**src/rtl/swb_pkg.sv**
```systemverilog
package swb_pkg;

    // Shutdown-mode bits as one struct; the bit order matches mode_i[2:0]
    typedef struct packed {
        logic hard_off;   // [2] unconditional shutdown
        logic off_pin_hi; // [1] shutdown while pin is high
        logic off_pin_lo; // [0] shutdown while pin is low
    } swb_mode_t;

    // Status bits that are read back elsewhere
    typedef struct packed {
        logic lamp_ok;
        logic no_oc;
    } swb_status_t;

    // What the lamp-out timer does in a cycle
    typedef enum logic [1:0] {
        TMR_CLEAR  = 2'd0,
        TMR_HOLD   = 2'd1,
        TMR_COUNT  = 2'd2,
        TMR_EXPIRE = 2'd3
    } swb_tmr_act_e;

    localparam swb_status_t SWB_STATUS_RST = '{lamp_ok: 1'b1, no_oc: 1'b1};

    function automatic logic swb_forced_off(input swb_mode_t m, input logic pin);
        return m.hard_off | (pin & m.off_pin_hi) | (~pin & m.off_pin_lo);
    endfunction

endpackage

```
**src/rtl/swb_pin_sync.sv**
```systemverilog
module swb_pin_sync #(
    parameter int STAGES = 2
) (
    input  logic clk,
    input  logic rst,
    input  logic d_i,
    output logic q_o
);
    logic [STAGES-1:0] chain_q;

    generate
        if (STAGES == 1) begin : g_single
            always_ff @(posedge clk) begin
                if (rst) chain_q <= '0;
                else     chain_q <= d_i;
            end
        end else begin : g_multi
            always_ff @(posedge clk) begin
                if (rst) chain_q <= '0;
                else     chain_q <= {chain_q[STAGES-2:0], d_i};
            end
        end
    endgenerate

    assign q_o = chain_q[STAGES-1];

endmodule

```
**src/rtl/swb_mode_decode.sv**
```systemverilog
module swb_mode_decode
    import swb_pkg::*;
(
    input  swb_mode_t mode_i,
    input  logic      pin_i,
    output logic      force_off_o
);
    always_comb begin
        force_off_o = swb_forced_off(mode_i, pin_i);
    end
endmodule

```
**src/rtl/swb_lampout_timer.sv**
```systemverilog
module swb_lampout_timer
    import swb_pkg::*;
#(
    parameter int TIMEOUT_TICKS = 8
) (
    input  logic clk,
    input  logic rst,
    input  logic force_off_i,
    input  logic lamp_en_i,
    input  logic cur_seen_i,
    input  logic tick_i,
    output logic lamp_ok_o
);
    localparam int CW = (TIMEOUT_TICKS < 2) ? 1 : $clog2(TIMEOUT_TICKS);
    localparam logic [CW-1:0] LAST = CW'(TIMEOUT_TICKS - 1);

    logic [CW-1:0] cnt_q;
    logic          ok_q;
    swb_tmr_act_e  act;

    always_comb begin
        if (force_off_i || !lamp_en_i || cur_seen_i) act = TMR_CLEAR;
        else if (tick_i)                             act = (cnt_q == LAST) ? TMR_EXPIRE : TMR_COUNT;
        else                                         act = TMR_HOLD;
    end

    always_ff @(posedge clk) begin
        if (rst) begin
            cnt_q <= '0;
            ok_q  <= 1'b1;
        end else begin
            unique case (act)
                TMR_CLEAR:  cnt_q <= '0;
                TMR_HOLD:   cnt_q <= cnt_q;
                TMR_COUNT:  cnt_q <= cnt_q + 1'b1;
                TMR_EXPIRE: cnt_q <= '0;
                default:    cnt_q <= '0;
            endcase
            if (force_off_i)             ok_q <= 1'b1;
            else if (act == TMR_EXPIRE)  ok_q <= 1'b0;
        end
    end

    assign lamp_ok_o = ok_q;

    AST_LAMPOUT_REARM: assert property (@(posedge clk) disable iff (rst)
        force_off_i |=> lamp_ok_o);
    AST_LAMPOUT_CAUSE: assert property (@(posedge clk) disable iff (rst)
        $fell(lamp_ok_o) |-> $past(tick_i && lamp_en_i && !cur_seen_i));
    AST_CNT_BOUND: assert property (@(posedge clk) disable iff (rst)
        cnt_q <= LAST);
    AST_LAMPOUT_STICKY: assert property (@(posedge clk) disable iff (rst)
        (!lamp_ok_o && !force_off_i) |=> !lamp_ok_o);

endmodule

```
**src/rtl/swb_oc_status.sv**
```systemverilog
module swb_oc_status (
    input  logic clk,
    input  logic rst,
    input  logic oc_pulse_i,
    input  logic pwm_edge_i,
    output logic no_oc_o
);
    logic seen_q;
    logic stat_q;

    always_ff @(posedge clk) begin
        if (rst) begin
            seen_q <= 1'b0;
            stat_q <= 1'b1;
        end else if (pwm_edge_i) begin
            stat_q <= ~(seen_q | oc_pulse_i);
            seen_q <= 1'b0;
        end else if (oc_pulse_i) begin
            seen_q <= 1'b1;
        end
    end

    assign no_oc_o = stat_q;

    AST_OC_HOLD: assert property (@(posedge clk) disable iff (rst)
        !pwm_edge_i |=> $stable(no_oc_o));
    AST_OC_EDGE_PULSE: assert property (@(posedge clk) disable iff (rst)
        (pwm_edge_i && oc_pulse_i) |=> !no_oc_o);
    AST_OC_FRESH: assert property (@(posedge clk) disable iff (rst)
        (pwm_edge_i && !oc_pulse_i) |=> !seen_q);

endmodule

```
**src/rtl/swb_lamp_guard.sv**
```systemverilog
module swb_lamp_guard
    import swb_pkg::*;
#(
    parameter int SYNC_STAGES   = 2,
    parameter int TIMEOUT_TICKS = 8
) (
    input  logic       clk,
    input  logic       rst,
    input  logic       sus_pin_i,
    input  logic [2:0] mode_i,
    input  logic       cur_seen_i,
    input  logic       oc_pulse_i,
    input  logic       pwm_edge_i,
    input  logic       tick_i,
    output logic       lamp_en_o,
    output logic       lamp_ok_o,
    output logic       no_oc_o
);
    logic        pin_s;
    logic        force_off;
    logic        en_q;
    swb_mode_t   mode;
    swb_status_t stat;

    assign mode = swb_mode_t'(mode_i);

    swb_pin_sync #(.STAGES(SYNC_STAGES)) u_sync (
        .clk (clk),
        .rst (rst),
        .d_i (sus_pin_i),
        .q_o (pin_s)
    );

    swb_mode_decode u_decode (
        .mode_i      (mode),
        .pin_i       (pin_s),
        .force_off_o (force_off)
    );

    swb_lampout_timer #(.TIMEOUT_TICKS(TIMEOUT_TICKS)) u_timer (
        .clk         (clk),
        .rst         (rst),
        .force_off_i (force_off),
        .lamp_en_i   (en_q),
        .cur_seen_i  (cur_seen_i),
        .tick_i      (tick_i),
        .lamp_ok_o   (stat.lamp_ok)
    );

    swb_oc_status u_oc (
        .clk        (clk),
        .rst        (rst),
        .oc_pulse_i (oc_pulse_i),
        .pwm_edge_i (pwm_edge_i),
        .no_oc_o    (stat.no_oc)
    );

    always_ff @(posedge clk) begin
        if (rst) en_q <= 1'b0;
        else     en_q <= ~force_off & stat.lamp_ok;
    end

    assign lamp_en_o = en_q;
    assign lamp_ok_o = stat.lamp_ok;
    assign no_oc_o   = stat.no_oc;

    AST_FORCED_DARK: assert property (@(posedge clk) disable iff (rst)
        force_off |=> !lamp_en_o);
    AST_HARD_OFF: assert property (@(posedge clk) disable iff (rst)
        mode_i[2] |=> !lamp_en_o);
    AST_FAULT_DARK: assert property (@(posedge clk) disable iff (rst)
        !lamp_ok_o |=> !lamp_en_o);
    AST_RESET_STATE: assert property (@(posedge clk)
        rst |=> (lamp_ok_o && no_oc_o && !lamp_en_o));

endmodule

```
**config.mk**
```make
export PLATFORM = sky130hd
export DESIGN_NAME = swb_lamp_guard
export DESIGN_NICKNAME = d
export VERILOG_FILES = /design/src/rtl/swb_pkg.sv /design/src/rtl/swb_pin_sync.sv /design/src/rtl/swb_mode_decode.sv /design/src/rtl/swb_lampout_timer.sv /design/src/rtl/swb_oc_status.sv /design/src/rtl/swb_lamp_guard.sv
export SDC_FILE = /design/constraint.sdc
export NUM_CORES = 1
export LEC_CHECK = 0
export BUFFER_PORTS_ARGS = -buffer_cell sky130_fd_sc_hd__buf_2
export CAP_MARGIN = 20
export CORE_MARGIN = 5
export CORE_UTILIZATION = 23
export CTS_CLUSTER_DIAMETER = 100
export DETAILED_ROUTE_END_ITERATION = 10
export MAX_ROUTING_LAYER = met4
export PLACE_DENSITY = 0.53
export SLEW_MARGIN = 20
export SYNTH_ARGS = -nofsm -noshare
export SYNTH_HDL_FRONTEND = slang
export SYNTH_SLANG_ARGS = --single-unit
```
**constraint.sdc**
```tcl
create_clock -name clk -period 3.2 [get_ports clk]
set_clock_uncertainty 0.1 [all_clocks]
set_input_delay 0.64 -clock clk [delete_from_list [all_inputs] [get_ports clk]]
set_output_delay 0.64 -clock clk [all_outputs]
set_load 0.02 [all_outputs]
```
==> results list <==
- Final worst path period need: 2.34 ns
- In this run the cell area of the synthesized design comes to 400 um^2.
- Final routed wirelength across all metal layers: 695 um
* Antenna viol nets, final: 0
- The floorplan step defined a core boundary enclosing 1690 um^2.
- Clock transition at path regs: 0.06 ns
* Gr ovfl total: 0
- Hold-fix buffer count after cts: 0
- First-pass iteration count of the detailed router: 2
- The critical path is of the in -> reg type.
* Final Worst Setup Slack: 0.865 ns
* Die Footprint: 2670 um^2
- Vias in the first global route: 289
* Layout filler cell count: 188
- Result of the run: finished, final reports clean
* Setup-violating endpoint count in the final report: 0
* Count of final hold-check violations: 0
* Required time of the critical path: 3.30 ns
- Inserted Clock Buffers: 3
- Setup repair after global routing left no endpoint under its margin.
* Dominant cell type by area after synthesis: sky130_fd_sc_hd__dfxtp_1
* Crit path max fanout: 5
- The analysis attributes to cell leakage a power of 0.216 nW.
- For this run, the total global-route usage over all layers was measured as 6.47%.
* Total placed instance area: 478 um^2
* Reg2reg path depth: 7
- In the routed design, unresolved DRC markers number 0.
- Number of pins exceeding their max-slew limit in the final report: 0
- In the post-synthesis netlist, the biggest area contributors are sky130_fd_sc_hd__dfxtp_1 (45%), sky130_fd_sc_hd__ha_1 (13%), sky130_fd_sc_hd__nor2b_1 (6.3%).
- The worst setup path is captured at a register.
- Total power density per cell area: 438 nW/um^2
- Using the TritonRoute via totals, the vias-per-cell ratio works out to 4.44.
- Post-CTS Resized: 0
- Maximum clock path buffer count: 2
- The wire-length estimate of the detail-placed layout is 553 um.
- Achievable frequency: 0.428 GHz
* Most common cell after layout, fill and taps aside: sky130_fd_sc_hd__buf_2
- Once the floorplan was initialized, standard cells occupied 23.7% of the core.
- Post-CTS setup buffer count: 0
- Peak VDD IR: 0.165 mV
- Counting instances, the worst hold path has a depth of 1.
* Antenna fix cells: 0
- Initial antenna violation count: 0
- In the final timing run, aggregate negative setup slack is 0 ns.
* First-iteration detailed-routing DRC count: 5
- Counting distinct cell types in the post-synthesis netlist gives 18.
- Die span in y: 51.7 um
- Layout overhead on the synthesized area: 26.3%
* Data arrival time of the critical path: 2.43 ns
- Summing the sequential cell areas from Yosys gives 45.0% of the chip area.
* Synthesized area per cell: 10.5 um^2
* WL per Instance: 9.93 um
* Total number of vias: 311
- CTS built an H-tree with a depth of 1.
- I/O pin count: 13
- Standard-cell rows: 15
- Commonest cells after routing, fill and taps aside: sky130_fd_sc_hd__buf_2 (12), sky130_fd_sc_hd__dfxtp_1 (9), sky130_fd_sc_hd__nor2b_1 (4), sky130_fd_sc_hd__ha_1 (4)
* Area share of the leading cell type in the synthesized netlist: 45.0%
- Final core utilization: 29.9%
- The worst path uses 73.0% of the clock period.
- Wire length of the first global-routing pass: 1110 um
- The floorplan step set the die width to 51.7 um.
* Register bit total from synthesis: 9
- Post-route cell area: 505 um^2
- For this run, the post-layout net count is 68.
- STA classifies the critical path startpoint as an input port.
- Root buffer cell: sky130_fd_sc_hd__clkbuf_4
- The number of nets handed over by synthesis was 52.
- Tightest Pin Transition: 0.478 ns
* Class of the tightest hold or removal check: reg -> reg
- Routability-driven placement finished with a final weighted congestion of 0.667.
- Clock latency on the worst-skew pair, taken at its later pin, is 0.26 ns.
- Share of cells above drive strength 1: 37.7%
- The count of buffers added on input and output ports is 12.
- The Yosys step of the flow raised 0 warnings.
- The tool flagged a number of max-cap violations equal to 0.
* Clock Sinks: 9
- Normalized max-slew margin: 68.0%
- Before CTS, the worst setup slack after placement is 0.565 ns.
- Entering global routing, the biggest net connects 10 pins.
- Register-to-register path setup slack: 0.95 ns
- CTS tree: built
- Synthesized instance count: 38
[layer usage]
layer,up-vias,routed length (um),global-route usage [%]
li1,169,-,-
met1,128,350,6.29
met2,12,252,8.05
met3,2,77,4.58
met4,0,14,6.55
met5,-,0,-
[through the flow]
stage                     hold WS, ns  std cells  power [W]
after CTS                       0.355         70   0.000228
after global placement          0.330         66   0.000138
final                           0.347         70   0.000222
after global routing            0.377         70   0.000236
after floorplan                 0.314         38   0.000129
after detailed placement        0.329         66   0.000138
[worst max-delay path, stage by stage]
cell and delay, ns:
sky130_fd_sc_hd__buf_2 0.10, sky130_fd_sc_hd__mux2_4 0.28, sky130_fd_sc_hd__or4b_4 0.52, sky130_fd_sc_hd__ha_1 0.31, sky130_fd_sc_hd__or3b_2 0.44, sky130_fd_sc_hd__a21oi_1 0.14
[logic make-up after synthesis]
kind of cell,count (synthesis),share of synthesized area [%]
AND/OR/NAND/NOR,17,28.4
multiplexers,1,3.75
AO/OA/AOI/OAI,5,8.44
flip-flops,9,45.0
adder cells (fa/ha/maj),4,12.5
buffers and inverters,2,1.87
[Yosys cell counts]
cell / n
sky130_fd_sc_hd__dfxtp_1: 9
sky130_fd_sc_hd__ha_1: 4
sky130_fd_sc_hd__nor2b_1: 4
sky130_fd_sc_hd__a21oi_1: 3
sky130_fd_sc_hd__nand2_1: 3
sky130_fd_sc_hd__nor4b_1: 2
sky130_fd_sc_hd__or3b_2: 2
sky130_fd_sc_hd__a2111oi_1: 1
sky130_fd_sc_hd__a211o_1: 1
sky130_fd_sc_hd__clkbuf_1: 1
sky130_fd_sc_hd__inv_1: 1
sky130_fd_sc_hd__mux2_4: 1
sky130_fd_sc_hd__nand2b_1: 1
sky130_fd_sc_hd__nor2_1: 1
sky130_fd_sc_hd__nor3_1: 1
sky130_fd_sc_hd__or3_1: 1
sky130_fd_sc_hd__or4_1: 1
sky130_fd_sc_hd__or4b_4: 1
[flip-flops by register name, summed over array words and instances, names as in the netlist]
signal             flops
u_timer.cnt_q          3
u_sync.chain_q         2
lamp_en_o              1
u_oc.no_oc_o           1
u_oc.seen_q            1
u_timer.lamp_ok_o      1
[path summary, 6_finish.rpt]
check,startpoint,to
worst max-delay path,mode_i[0],u_timer.cnt_q[2]
worst min-delay path,u_sync.chain_q[0],u_sync.chain_q[1]
worst min register to register,u_sync.chain_q[0],u_sync.chain_q[1]
worst max register to register,u_timer.cnt_q[0],u_timer.cnt_q[2]
[power by group]
group / total, W / internal, W / switching (W)
Combinational: 0.0000188 / 0.00000955 / 0.00000930
Sequential: 0.000117 / 0.000115 / 0.00000117
Clock: 0.0000861 / 0.0000461 / 0.0000401
Total: 0.000222 / 0.000171 / 0.0000505
[final cells by class]
class	instances	area [um^2]	share of cell area, %
Multi-Input combinational cell	27	213	42.1
Sequential cell	9	180	35.6
Timing Repair Buffer	12	60.1	11.9
Clock buffer	3	22.5	4.46
Tap cell	17	21.3	4.21
Clock inverter	1	5.00	0.990
Inverter	1	3.75	0.743
Power figures use the tool's default switching activity.
